`src/rtl/flash_row_pkg.sv`:
```
package flash_row_pkg;

    localparam int DATA_W = 32;
    localparam int OP_W   = 4;

    // Register offsets
    localparam logic [7:0] OFS_CTRL = 8'h00;
    localparam logic [7:0] OFS_SET  = 8'h08;
    localparam logic [7:0] OFS_KEY  = 8'h10;
    localparam logic [7:0] OFS_DST  = 8'h20;
    localparam logic [7:0] OFS_SRC  = 8'h40;

    // Control bit positions
    localparam int BIT_BUSY = 15;
    localparam int BIT_WEN  = 14;
    localparam int BIT_ERR  = 13;
    localparam int BIT_LVD  = 11;

    localparam logic [OP_W-1:0] OP_ROW_PROG = 4'd3;

    localparam logic [DATA_W-1:0] UNLOCK_KEY_A = 32'hAA99_6655;
    localparam logic [DATA_W-1:0] UNLOCK_KEY_B = 32'h5566_99AA;

    typedef enum logic [1:0] {
        KS_LOCKED = 2'd0,
        KS_HALF   = 2'd1,
        KS_OPEN   = 2'd2
    } key_state_e;

    typedef enum logic [1:0] {
        SQ_IDLE  = 2'd0,
        SQ_READ  = 2'd1,
        SQ_WRITE = 2'd2
    } seq_state_e;

    typedef struct packed {
        logic            wen;
        logic            err;
        logic [OP_W-1:0] op;
    } ctrl_t;

endpackage

```
`src/rtl/flash_key_unlock.sv`:
```
module flash_key_unlock
    import flash_row_pkg::*;
(
    input  logic clk,
    input  logic rst_n,
    input  logic access,
    input  logic key_a_wr,
    input  logic key_other_wr,
    input  logic key_b_wr,
    input  logic start_try,
    output logic unlocked
);

    key_state_e state_d, state_q;

    always_comb begin
        state_d = state_q;
        unique case (state_q)
            KS_HALF: begin
                if (key_a_wr)      state_d = KS_HALF;
                else if (key_b_wr) state_d = KS_OPEN;
                else if (access)   state_d = KS_LOCKED;
            end
            KS_OPEN: begin
                if (key_a_wr)                              state_d = KS_HALF;
                else if (key_b_wr || key_other_wr || start_try) state_d = KS_LOCKED;
            end
            default: begin
                if (key_a_wr) state_d = KS_HALF;
            end
        endcase
    end

    always_ff @(posedge clk or negedge rst_n) begin
        if (!rst_n) state_q <= KS_LOCKED;
        else        state_q <= state_d;
    end

    assign unlocked = (state_q == KS_OPEN);

endmodule

```
`src/rtl/flash_setup_timer.sv`:
```
module flash_setup_timer #(
    parameter int SETUP_CYCLES = 600
) (
    input  logic clk,
    input  logic rst_n,
    input  logic wen_next,
    input  logic wen_rise,
    output logic elapsed
);

    localparam int CNT_W = $clog2(SETUP_CYCLES + 1);
    localparam logic [CNT_W-1:0] CNT_MAX = CNT_W'(SETUP_CYCLES);

    logic [CNT_W-1:0] cnt_d, cnt_q;
    logic             wen_q;

    always_comb begin
        cnt_d = cnt_q;
        if (!wen_next || wen_rise) cnt_d = '0;
        else if (cnt_q != CNT_MAX) cnt_d = cnt_q + 1'b1;
    end

    always_ff @(posedge clk or negedge rst_n) begin
        if (!rst_n) begin
            cnt_q <= '0;
            wen_q <= 1'b0;
        end else begin
            cnt_q <= cnt_d;
            wen_q <= wen_next;
        end
    end

    assign elapsed = wen_q && (cnt_q == CNT_MAX);

endmodule

```
`src/rtl/flash_row_seq.sv`:
```
module flash_row_seq
    import flash_row_pkg::*;
#(
    parameter int ROW_WORDS = 128,
    parameter int MEM_AW    = 32
) (
    input  logic              clk,
    input  logic              rst_n,
    input  logic              start,
    input  logic [MEM_AW-1:0] src_base,
    input  logic [MEM_AW-1:0] dst_base,
    output logic              busy,
    output logic              src_rd_en,
    output logic [MEM_AW-1:0] src_rd_addr,
    input  logic [DATA_W-1:0] src_rd_data,
    output logic              dst_wr_en,
    output logic [MEM_AW-1:0] dst_wr_addr,
    output logic [DATA_W-1:0] dst_wr_data
);

    localparam int IDX_W = (ROW_WORDS > 1) ? $clog2(ROW_WORDS) : 1;
    localparam logic [IDX_W-1:0] IDX_LAST = IDX_W'(ROW_WORDS - 1);

    typedef struct packed {
        seq_state_e       st;
        logic [IDX_W-1:0] idx;
    } seq_t;

    seq_t s_d, s_q;
    logic [MEM_AW-1:0] byte_ofs;

    always_comb begin
        s_d = s_q;
        unique case (s_q.st)
            SQ_READ:  s_d.st = SQ_WRITE;
            SQ_WRITE: begin
                if (s_q.idx == IDX_LAST) begin
                    s_d.st  = SQ_IDLE;
                    s_d.idx = '0;
                end else begin
                    s_d.st  = SQ_READ;
                    s_d.idx = s_q.idx + 1'b1;
                end
            end
            default: begin
                if (start) begin
                    s_d.st  = SQ_READ;
                    s_d.idx = '0;
                end
            end
        endcase
    end

    always_ff @(posedge clk or negedge rst_n) begin
        if (!rst_n) begin
            s_q.st  <= SQ_IDLE;
            s_q.idx <= '0;
        end else begin
            s_q <= s_d;
        end
    end

    assign byte_ofs    = MEM_AW'(s_q.idx) << 2;
    assign busy        = (s_q.st != SQ_IDLE);
    assign src_rd_en   = (s_q.st == SQ_READ);
    assign src_rd_addr = src_base + byte_ofs;
    assign dst_wr_en   = (s_q.st == SQ_WRITE);
    assign dst_wr_addr = dst_base + byte_ofs;
    assign dst_wr_data = src_rd_data;

endmodule

```
`src/rtl/flash_row_prog.sv`:
```
module flash_row_prog
    import flash_row_pkg::*;
#(
    parameter int ROW_WORDS    = 128,
    parameter int SETUP_CYCLES = 600,
    parameter int BUS_AW       = 8,
    parameter int MEM_AW       = 32
) (
    input  logic              clk,
    input  logic              rst_n,
    input  logic              bus_wr,
    input  logic              bus_rd,
    input  logic [BUS_AW-1:0] bus_addr,
    input  logic [31:0]       bus_wdata,
    output logic [31:0]       bus_rdata,
    input  logic              lvd_in,
    output logic              src_rd_en,
    output logic [MEM_AW-1:0] src_rd_addr,
    input  logic [31:0]       src_rd_data,
    output logic              dst_wr_en,
    output logic [MEM_AW-1:0] dst_wr_addr,
    output logic [31:0]       dst_wr_data
);

    typedef struct packed {
        ctrl_t             ctl;
        logic [MEM_AW-1:0] dst;
        logic [MEM_AW-1:0] src;
    } regs_t;

    regs_t r_d, r_q;

    logic hit_ctrl, hit_set, hit_key, hit_dst, hit_src;
    logic wr_ok, start_try, start_ok, wen_rise;
    logic key_a_wr, key_b_wr, key_other_wr;
    logic seq_busy, key_unlocked, setup_done;
    logic [MEM_AW-1:0] dst_base, src_base;

    assign hit_ctrl = (bus_addr == BUS_AW'(OFS_CTRL));
    assign hit_set  = (bus_addr == BUS_AW'(OFS_SET));
    assign hit_key  = (bus_addr == BUS_AW'(OFS_KEY));
    assign hit_dst  = (bus_addr == BUS_AW'(OFS_DST));
    assign hit_src  = (bus_addr == BUS_AW'(OFS_SRC));

    assign wr_ok        = bus_wr && !seq_busy;
    assign key_a_wr     = wr_ok && hit_key && (bus_wdata == UNLOCK_KEY_A);
    assign key_b_wr     = wr_ok && hit_key && (bus_wdata == UNLOCK_KEY_B);
    assign key_other_wr = wr_ok && hit_key && !key_a_wr && !key_b_wr;
    assign start_try    = wr_ok && (hit_ctrl || hit_set) && bus_wdata[BIT_BUSY];
    assign start_ok     = start_try && key_unlocked && r_q.ctl.wen &&
                          (r_q.ctl.op == OP_ROW_PROG) && setup_done && !lvd_in;

    always_comb begin
        r_d = r_q;
        if (wr_ok && hit_ctrl) begin
            r_d.ctl.wen = bus_wdata[BIT_WEN];
            r_d.ctl.err = bus_wdata[BIT_ERR];
            r_d.ctl.op  = bus_wdata[OP_W-1:0];
        end else if (wr_ok && hit_set) begin
            r_d.ctl.wen = r_q.ctl.wen | bus_wdata[BIT_WEN];
            r_d.ctl.err = r_q.ctl.err | bus_wdata[BIT_ERR];
            r_d.ctl.op  = r_q.ctl.op  | bus_wdata[OP_W-1:0];
        end
        if (wr_ok && hit_dst) r_d.dst = bus_wdata[MEM_AW-1:0];
        if (wr_ok && hit_src) r_d.src = bus_wdata[MEM_AW-1:0];
        if (start_try && !start_ok) r_d.ctl.err = 1'b1;
    end

    always_ff @(posedge clk or negedge rst_n) begin
        if (!rst_n) r_q <= '0;
        else        r_q <= r_d;
    end

    assign wen_rise = r_d.ctl.wen && !r_q.ctl.wen;
    assign dst_base = r_q.dst;
    assign src_base = r_q.src;

    always_comb begin
        bus_rdata = '0;
        if (hit_ctrl || hit_set) begin
            bus_rdata[BIT_BUSY]   = seq_busy;
            bus_rdata[BIT_WEN]    = r_q.ctl.wen;
            bus_rdata[BIT_ERR]    = r_q.ctl.err;
            bus_rdata[BIT_LVD]    = lvd_in;
            bus_rdata[OP_W-1:0]   = r_q.ctl.op;
        end else if (hit_dst) begin
            bus_rdata = 32'(r_q.dst);
        end else if (hit_src) begin
            bus_rdata = 32'(r_q.src);
        end
    end

    flash_key_unlock u_unlock (
        .clk          (clk),
        .rst_n        (rst_n),
        .access       (bus_wr || bus_rd),
        .key_a_wr     (key_a_wr),
        .key_other_wr (key_other_wr),
        .key_b_wr     (key_b_wr),
        .start_try    (start_try),
        .unlocked     (key_unlocked)
    );

    flash_setup_timer #(
        .SETUP_CYCLES (SETUP_CYCLES)
    ) u_timer (
        .clk      (clk),
        .rst_n    (rst_n),
        .wen_next (r_d.ctl.wen),
        .wen_rise (wen_rise),
        .elapsed  (setup_done)
    );

    flash_row_seq #(
        .ROW_WORDS (ROW_WORDS),
        .MEM_AW    (MEM_AW)
    ) u_seq (
        .clk         (clk),
        .rst_n       (rst_n),
        .start       (start_ok),
        .src_base    (src_base),
        .dst_base    (dst_base),
        .busy        (seq_busy),
        .src_rd_en   (src_rd_en),
        .src_rd_addr (src_rd_addr),
        .src_rd_data (src_rd_data),
        .dst_wr_en   (dst_wr_en),
        .dst_wr_addr (dst_wr_addr),
        .dst_wr_data (dst_wr_data)
    );

endmodule

```
`config.mk`:
```
export PLATFORM = sky130hd
export DESIGN_NAME = flash_row_prog
export DESIGN_NICKNAME = d
export VERILOG_FILES = /design/src/rtl/flash_row_pkg.sv /design/src/rtl/flash_key_unlock.sv /design/src/rtl/flash_setup_timer.sv /design/src/rtl/flash_row_seq.sv /design/src/rtl/flash_row_prog.sv
export SDC_FILE = /design/constraint.sdc
export NUM_CORES = 1
export LEC_CHECK = 0
export BUFFER_PORTS_ARGS = -buffer_cell sky130_fd_sc_hd__buf_2
export CAP_MARGIN = 20
export CORE_MARGIN = 8
export CORE_UTILIZATION = 52
export DETAILED_ROUTE_END_ITERATION = 10
export PLACE_DENSITY = 0.82
export SLEW_MARGIN = 25
export SYNTH_ARGS = -nofsm -noshare
export SYNTH_HDL_FRONTEND = slang
export SYNTH_SLANG_ARGS = --single-unit
```
`constraint.sdc`:
```
create_clock -name clk -period 3 [get_ports clk]
set_input_delay 0.15 -clock clk [delete_from_list [all_inputs] [get_ports clk]]
set_output_delay 0.15 -clock clk [all_outputs]
set_load 0.1 [all_outputs]
```
==> results of run 1 <==
power by group through the flow:
stage	Clock [uW]	Combinational [uW]	Sequential, uW
floorplan	0	676	1350
global placement	0	696	1370
detailed placement	0	716	1380
CTS	1140	724	1360
global route	1200	765	1360
finish	1150	735	1360
worst paths after layout:
check,start,end,cells past startpoint
worst max-delay path,src_base[14],src_rd_addr[30],7
worst min-delay path,bus_wdata[19],dst_base[19],2
worst max register to register,u_seq.s_q[8],u_unlock.state_q[1],5
worst min register to register,u_seq.s_q[7],u_seq.s_q[8],0
max in group asynchronous,rst_n,src_base[1],3
min in group asynchronous,rst_n,src_base[26],2
through the flow:
| step | power [uW] | setup slack, ns |
|---|---|---|
| after floorplan | 2028 | -0.02922 |
| after global placement | 2068 | 0.2795 |
| after detailed placement | 2095 | 0.1706 |
| after CTS | 3225 | 0.001156 |
| after global routing | 3329 | -0.05546 |
| final | 3241 | 0.03787 |
sequential cells by signal, indices dropped and copies added (netlist names):
name              count
u_unlock.state_q      2
r_q                   5
dst_base             32
src_base             32
u_timer.wen_q         1
u_seq.byte_ofs        7
u_timer.cnt_q        10
u_seq.s_q             2
logic make-up after synthesis:
family                   after synthesis  synth area share, %
AO/OA/AOI/OAI                         94                11.54
XOR/XNOR                              63                8.956
adder cells (fa/ha/maj)               21                4.509
buffers and inverters                 96                8.327
flip-flops                            91                36.96
multiplexers                          66                12.02
AND/OR/NAND/NOR                      186                17.69
per-layer routing:
| layer | GRT usage (%) | wire (um) |
|---|---|---|
| met5 | 0 | 18 |
| met3 | 6.592 | 2017 |
| met2 | 43.51 | 10150 |
| met1 | 29.73 | 7528 |
| met4 | 11.82 | 797 |
worst max-delay path, stage by stage, from the launching register on:
cell and delay, ns:
dfrtp_1 0.41, nand4_2 0.16, or3_1 0.45, or4_4 0.62, nor4_2 0.28, buf_4 0.18, xor2_4 0.17, buf_12 0.19
cells in the final DEF (no fill, tap or decap), types with 14 or more instances in the layout:
cell      n
dfrtp_1  86
nand2_1  31
a22o_1   30
buf_4    30
buf_2    70
ha_1     19
mux2_2   57
buf_12   72
inv_1    33
nand3_1  15
nor2_1   40
nor3_1   14
xnor2_1  16
xnor2_2  18
xor2_2   17
repair_timing:
item,CTS,global route
hold buffers,1,0
endpoints found under the setup margin,21,27
cloned,1,0
hold endpoints to repair,37,0
pin swaps,3,7
gates resized for setup,12,17
setup buffers,2,8
final cells by class:
type | instances | area [um2]
clock buffer | 13 | 260.3
multi-input combinational | 431 | 3921
antenna | 1 | 2.502
tap | 143 | 178.9
clock inverter | 2 | 35.03
fill | 703 | 2680
sequential | 91 | 2283
inverter | 34 | 127.6
timing repair buffer | 173 | 2027
==> reports/metrics.csv, run 1 <==
stage,metric,value,unit
setup_path,critPathRequiredTime,2.85,ns
logic_synthesis,syn_inst,617,
power_and_ir_drop,p_switching,1025,uW
grt,grt_pass1_vias,5880,
clock_network,cts-root-buf,clkbuf_16,
grt,grt_max_degree,40,
setup_path,r2r_slack,0.58,ns
final_layout,syn_to_final_growth,43.42,%
logic_synthesis,synth-edff-count,0,
die,pin_count,207,
flow_run,drv_cap,0,
timing,rsz0062_at_grt,yes,
final_layout,nets,838,
logic_synthesis,yosysMostFrequentCell,dfrtp_1,
logic_synthesis,synth_commonest_cells,"dfrtp_1, mux2_2, nor2_1, xnor2_1, buf_4",
drt,dr.pass1.iters,7,
placement,post-place-cells,860,
timing,max_freq,337.6,MHz
logic_synthesis,synth_ff_type,dfrtp_1,
logic_synthesis,ys_seq_elements,91,
timing,finalCritPeriodShare,98.74,%
logic_synthesis,async_flop_share,100.0,%
timing,relSlewSlack,51.07,%
die,dieArea,15590,um2
final_layout,stdcell_area,8836,um2
timing,setup_tns,0,ns
timing,hold_viol,0,
clock_network,htreeDepth,3,
setup_path,cp_data_arrival_time,2.81,ns
logic_synthesis,synth_top_area_share,36.96,%
grt,grt_pass1_wl,32220,um
logic_synthesis,ys_seq_area_share,36.96,%
clock_network,clk_latency,0.35,ns
placement,globalplace.congestion,0.9287,
die,chipWidth,124.9,um
setup_path,criticalPathCategory,reg -> out,
placement,port_buffers,142,
logic_synthesis,avgSynthCellArea,9.985,um2
setup_path,crit_path_end_kind,primary output,
logic_synthesis,yosys.area.top_type,dfrtp_1,
die,die_h,124.9,um
logic_synthesis,syn_area,6161,um2
die,rows,39,
timing,setup_viol,0,
timing,report.final.slew_viol_count,0,
die,core_area,11520,um2
power_and_ir_drop,swShare,31.62,%
drt,drt-initial-drc-count,636,
drt,vias,5666,
grt,grt.overflow.total,0,
logic_synthesis,ys_top_cells_by_area,"dfrtp_1, mux2_2, xnor2_1",
logic_synthesis,ys_warn_count,0,
power_and_ir_drop,comb_power_share,22.7,%
drt,vias_per_cell,6.381,
final_layout,drive_above_1_share,43.41,%
final_layout,fin_util,76.73,%
power_and_ir_drop,power.density,366.8,nW/um2
timing,min_period,2.962,ns
placement,placed_area,8319,um2
clock_network,clk_pin_slew,0.06,ns
clock_network,numClockSinks,91,
power_and_ir_drop,p_int,2216,uW
logic_synthesis,synthesis.nets,715,
timing,worst_pin_slew,0.7237,ns
run_status,status,finished clean,
grt,grtUsageTotal,25.62,%
timing,fin_worst_skew,0.005028,ns
setup_path,critPathLaunchType,flip-flop,
timing,hold_ws,0.08239,ns
grt,antenna_found_initial,3,
power_and_ir_drop,power_frac_seq,41.9,%
placement,hpwl,15540,um
drt,wl_per_cell,23.10,um
power_and_ir_drop,ir_worst_vdd,281.9,uV
drt,ant_nets,0,
clock_network,ctsLongestPathBuffers,2,
clock_network,cts_tree,yes,
drt,wl,20520,um
setup_path,cp_max_fo,6,
logic_synthesis,ys_types,55,
drt,drc,0,
clock_network,cts_buffers,9,
final_layout,stdcell_count,888,
min_path,hold_class,in -> reg,
power_and_ir_drop,pwr-share-clk,35.4,%
die,start_util,53.50,%
power_and_ir_drop,total_leakage_power,0.004113,uW
Note: power is estimated with default switching activity, not from simulation.
==> run 2: changes to the inputs <==
--- a/config.mk
+++ b/config.mk
@@ -11,6 +11,7 @@
 export CORE_UTILIZATION = 52
 export DETAILED_ROUTE_END_ITERATION = 10
 export PLACE_DENSITY = 0.82
+export REMOVE_ABC_BUFFERS = 1
 export SLEW_MARGIN = 25
 export SYNTH_ARGS = -nofsm -noshare
 export SYNTH_HDL_FRONTEND = slang
==> run 2 against run 1 <==
Fmax is 0.36% lower. Sequential cell count unchanged. Sequential share of layout area up 1.6 points. Die area stayed put. Critical path type unchanged. First-iteration DRC count decreased by 27%. Highest routed layer unchanged. Clock skew is 0.0018 ns higher. Via count decreased by 2.2%. Sequential power barely moved. Final cell count fell by 0.79%.
==> reports/metrics.csv, run 2 (same netlist as run 1, synthesis figures left out) <==
stage,metric,value,unit
drt,dr.pass1.iters,5,
clock_network,clk_latency,0.34,ns
die,start_util,53.50,%
timing,fin_worst_skew,0.006786,ns
setup_path,crit_path_end_kind,primary output,
power_and_ir_drop,total_leakage_power,0.003883,uW
timing,relSlewSlack,48.24,%
min_path,min_from,bus_wdata[15],
clock_network,htreeDepth,3,
setup_path,critPathMaxStageDelay,0.58,ns
die,core_area,11520,um2
min_path,hold_class,in -> reg,
final_layout,syn_to_final_growth,34.93,%
timing,worst_pin_slew,0.7693,ns
die,dieArea,15590,um2
drt,wl_per_cell,23.13,um
power_and_ir_drop,power.density,373.0,nW/um2
drt,vias,5544,
setup_path,r2r_end,u_unlock.state_q[1],
setup_path,reg2reg_from,u_seq.s_q[8],
grt,grtUsageTotal,25.17,%
setup_path,critPathLaunchType,flip-flop,
timing,setup_tns,0,ns
setup_path,cp_max_fo,6,
final_layout,multi_input_area,3533,um2
final_layout,final_common_cell,dfrtp_1,
die,chipWidth,124.9,um
grt,grt_max_degree,48,
final_layout,nFillCells,777,
grt,antenna_found_initial,1,
final_layout,stdcell_count,881,
grt,grt.overflow.total,0,
final_layout,register_area,2280,um2
clock_network,ctsLongestPathBuffers,2,
final_layout,fin_util,72.19,%
drt,drc,0,
timing,hold_viol,0,
drt,wl,20380,um
final_layout,drive_above_1_share,37.53,%
setup_path,r2r_slack,0.53,ns
clock_network,clk_pin_slew,0.07,ns
placement,port_buffers,142,
power_and_ir_drop,ir_worst_vdd,251.3,uV
timing,report.final.slew_viol_count,0,
placement,hpwl,15540,um
placement,globalplace.congestion,0.8921,
setup_path,crit_chain,nand4_1 -> or3_1 -> or4_4 -> nor4_2 -> xor2_1 -> buf_12,
final_layout,layout_common_cells,"dfrtp_1, buf_2, buf_12",
min_path,hold_path_end,src_base[15],
grt,grt_pass1_wl,31640,um
timing,rsz0062_at_grt,yes,
min_path,min_path_cells,2,
setup_path,path_buf_inv,1,
final_layout,nets,831,
drt,ant_nets,0,
setup_path,criticalPathCategory,reg -> out,
drt,vias_per_cell,6.293,
timing,finalCritPeriodShare,99.10,%
die,die_h,124.9,um
clock_network,cts_buffers,9,
timing,hold_ws,0.08280,ns
setup_path,critPathTopFamily,simple AND/OR/NAND/NOR gates,
timing,max_freq,336.4,MHz
timing,min_period,2.973,ns
setup_path,cp.depth,6,
clock_network,cts-root-buf,clkbuf_16,
setup_path,cp_data_arrival_time,2.82,ns
grt,grt_pass1_vias,5706,
run_status,status,finished clean,
setup_path,critPathRequiredTime,2.85,ns
placement,post-place-cells,858,
die,rows,39,
timing,setup_viol,0,
flow_run,drv_cap,0,
final_layout,n_antenna_cell,0,
setup_path,crit_slowest_cell,or4_4,
drt,drt-initial-drc-count,467,
setup_path,worst_r2r_path_depth,5,
clock_network,numClockSinks,91,
die,pin_count,207,
clock_network,cts_tree,yes,
run 2: cell count changes in the layout (fill, tap and decap cells not counted), sizes merged:
cell      before  now
buf          172  160
clkinv         1    4
bufbuf         0    1
bufinv         1    0
clkbuf        13   14
clkinvlp       0    1
diode          1    0
inv           34   35
run 2: how the worst max path moves through the flow:
stage                            from  slack [ns]               to
floorplan                 bus_addr[1]       -1.87    bus_rdata[15]
global placement    u_seq.byte_ofs[2]        0.32  dst_wr_addr[26]
detailed placement  u_seq.byte_ofs[2]        0.25  dst_wr_addr[18]
CTS                 u_seq.byte_ofs[2]        0.02  dst_wr_addr[18]
global route             src_base[15]       -0.07  src_rd_addr[31]
finish                   src_base[16]        0.03  src_rd_addr[31]
run 2: metal layers:
layer	up-vias	GRT usage [%]	wire length, um
li1	2426	-	-
met1	2745	30.69	8111
met2	319	39.55	9510
met3	52	9.632	2219
met4	2	9.384	523
met5	-	0	13
run 2: worst register-to-register path: stages (launching register included):
cell and delay, ns:
dfrtp_1 0.43, or4b_2 0.70, nor4_1 0.67, a211o_1 0.20, o211ai_1 0.12, a22o_1 0.25
run 2: cell type report:
type,instances,share of cell area (%)
Clock inverter,6,0.4816
Timing Repair Buffer,166,23.03
Clock buffer,10,2.875
Multi-Input combinational cell,431,42.50
Inverter,34,1.535
Tap cell,143,2.152
Sequential cell,91,27.42
run 2: per-stage QoR:
stage	setup slack (ns)	cell area [um2]	total power (uW)
2_1_floorplan	-1.870	5776	1792
3_3_place_gp	0.3177	7779	2025
3_5_place_dp	0.2482	7779	2045
4_1_cts	0.01771	8099	3098
5_1_grt	-0.07109	8313	3191
6_report	0.02706	8313	3101
run 2: power breakdown:
part	switching, uW	leakage, uW	total (uW)	internal [uW]
sequential	69.9	0.00125	1350	1280
combinational	470	0.00249	692	222
clock	475	0.000139	1060	584
run 2: what timing repair did:
item / in CTS / in global routing
gates resized for setup: 3 / 42
setup buffers: 2 / 3
cloned: 0 / 1
hold endpoints to repair: 45 / 0
pin swaps: 4 / 15
hold buffers: 1 / 0
endpoints found under the setup margin: 19 / 27
==> run 3: changes to the inputs <==
--- a/config.mk
+++ b/config.mk
@@ -8,9 +8,9 @@
 export BUFFER_PORTS_ARGS = -buffer_cell sky130_fd_sc_hd__buf_2
 export CAP_MARGIN = 20
 export CORE_MARGIN = 8
-export CORE_UTILIZATION = 52
+export CORE_UTILIZATION = 55
 export DETAILED_ROUTE_END_ITERATION = 10
-export PLACE_DENSITY = 0.82
+export PLACE_DENSITY = 0.86
 export REMOVE_ABC_BUFFERS = 1
 export SLEW_MARGIN = 25
 export SYNTH_ARGS = -nofsm -noshare
==> constraint.sdc (replaced) <==
create_clock -name clk -period 3.75 [get_ports clk]
set_input_delay 0.1875 -clock clk [delete_from_list [all_inputs] [get_ports clk]]
set_output_delay 0.1875 -clock clk [all_outputs]
set_load 0.1 [all_outputs]
==> run 3 against run 2 <==
Die area shrank 4.8%. Worst setup slack improved by 0.21 ns. Clock power fell by 36%. Non-clock buffer count decreased by 15. Final cell count is 2.2% lower.
==> reports/metrics.csv, run 3 (same netlist as run 1, synthesis figures left out) <==
stage,metric,value,unit
run_status,status,finished clean,
final_layout,nFillCells,901,
final_layout,drive_above_1_share,33.10,%
drt,vias_per_cell,6.159,
placement,globalplace.congestion,0.9301,
placement,port_buffers,142,
die,die_h,121.8,um
timing,hold_viol,0,
min_path,hold_class,in -> reg,
min_path,hold_path_end,src_base[15],
clock_network,cts-root-buf,clkbuf_8,
grt,grt_pass1_vias,5343,
timing,relSlewSlack,43.53,%
clock_network,ctsLongestPathBuffers,2,
grt,grt_use_met1,30.98,%
grt,top_usage_layer,met2,
timing,min_period,3.509,ns
drt,vias,5309,
drt,wl,18680,um
setup_path,r2r_end,src_base[25],
power_and_ir_drop,power.density,323.3,nW/um2
min_path,min_from,bus_wdata[15],
setup_path,criticalPathCategory,reg -> out,
final_layout,n_antenna_cell,0,
die,pin_count,207,
clock_network,htreeDepth,3,
power_and_ir_drop,total_leakage_power,0.003541,uW
final_layout,nets,815,
drt,ant_nets,0,
drt,drc,0,
grt,grt_max_degree,68,
clock_network,clk_pin_slew,0.09,ns
setup_path,worst_r2r_path_depth,6,
timing,report.final.slew_viol_count,0,
grt,grt_pass1_wl,28990,um
timing,fin_worst_skew,0.006724,ns
die,rows,38,
grt,antenna_found_initial,1,
drt,drt-initial-drc-count,454,
clock_network,cts_tree,yes,
final_layout,final_common_cell,buf_2,
die,core_area,10890,um2
clock_network,clk_latency,0.36,ns
setup_path,cp_data_arrival_time,3.32,ns
final_layout,multi_input_area,3386,um2
drt,dr.pass1.iters,5,
power_and_ir_drop,ir_worst_vdd,232.5,uV
clock_network,cts.repair.resized,0,
die,start_util,56.58,%
clock_network,numClockSinks,91,
final_layout,syn_to_final_growth,12.84,%
timing,finalCritPeriodShare,93.59,%
setup_path,reg2reg_from,u_seq.s_q[8],
grt,grtUsageMet3,9.394,%
grt,grtUsageTotal,24.94,%
timing,setup_tns,0,ns
setup_path,cp_max_fo,10,
setup_path,critPathLaunchType,flip-flop,
flow_run,drv_cap,0,
setup_path,critPathRequiredTime,3.56,ns
placement,hpwl,14590,um
final_layout,register_area,2277,um2
final_layout,layout_common_cells,"buf_2, dfrtp_1, mux2_2",
timing,max_freq,284.9,MHz
clock_network,cts_buffers,9,
setup_path,crit_path_end_kind,primary output,
drt,wl_per_cell,21.67,um
grt,grt_util_met2,39.32,%
die,chipWidth,121.8,um
timing,hold_ws,0.1014,ns
grt,grt.overflow.total,0,
timing,setup_viol,0,
timing,rsz0062_at_grt,no,
setup_path,r2r_slack,1.13,ns
timing,worst_pin_slew,0.8471,ns
die,dieArea,14840,um2
min_path,min_path_cells,2,
## run 3: cell types whose count changed in the layout (fill, tap and decap cells not counted), moves of 3 or more
cell / change
buf_12: -58
nor2_1: +5
xnor2_2: -3
buf_2: +66
nor2_4: -5
buf_4: -13
buf_16: -3
clkbuf_16: -11
xnor2_1: +3
clkbuf_8: +9
## run 3: critical path, cell delays in order, from the launching register on
cell,delay [ns]
dfrtp_1,0.43
ha_1,0.21
inv_1,0.06
fa_1,0.40
nor2b_1,0.17
o31a_1,0.24
o2111ai_2,0.41
nor4_2,0.42
xor2_1,0.17
buf_2,0.44
## run 3: area by class of cell
class | instances | area share [%]
well taps | 140 | 2.520
clock inverters | 6 | 0.9359
clock buffers | 10 | 1.980
flip-flops and latches | 91 | 32.76
inverters | 34 | 1.836
multi-input cells | 430 | 48.70
repair buffers | 151 | 11.27
## run 3: timing repair
action,4_1_cts,5_1_grt
hold buffers,1,0
setup endpoints to repair,0,0
buffers inserted,0,0
hold endpoints to repair,66,0
## run 3: worst max-delay path by stage
stage / startpoint / endpoint / slack, ns / depth (start not counted)
finish: u_seq.byte_ofs[2] / src_rd_addr[30] / 0.24 / 9
global route: u_seq.byte_ofs[2] / src_rd_addr[30] / 0.07 / 9
CTS: u_seq.byte_ofs[2] / src_rd_addr[30] / 0.24 / 9
detailed placement: u_seq.byte_ofs[2] / src_rd_addr[30] / 0.65 / 9
global placement: bus_addr[1] / bus_rdata[10] / 0.72 / 7
floorplan: bus_addr[1] / bus_rdata[15] / -1.20 / 3
## run 3: metal layers
layer	wire length, um	up-vias
met5	12	-
met3	2072	30
li1	-	2383
met4	324	2
met1	7526	2600
met2	8746	294
## run 3: where the power goes
part	leakage (uW)	total (uW)	switching (uW)	internal (uW)
Combinational	0.00218	490	367	123
Clock	0.000102	682	356	326
Sequential	0.00126	1080	52.8	1020
## run 3: metrics by stage
step	power (uW)	setup WS, ns	cells	utilization, %	instance area [um2]
after floorplan	1434	-1.195	555	-	5776
after global placement	1560	0.7233	845	61.89	6739
after detailed placement	1579	0.6548	845	61.89	6739
after CTS	2251	0.2353	862	63.85	6952
after global routing	2326	0.07336	862	63.85	6952
final	2248	0.2406	862	63.85	6952
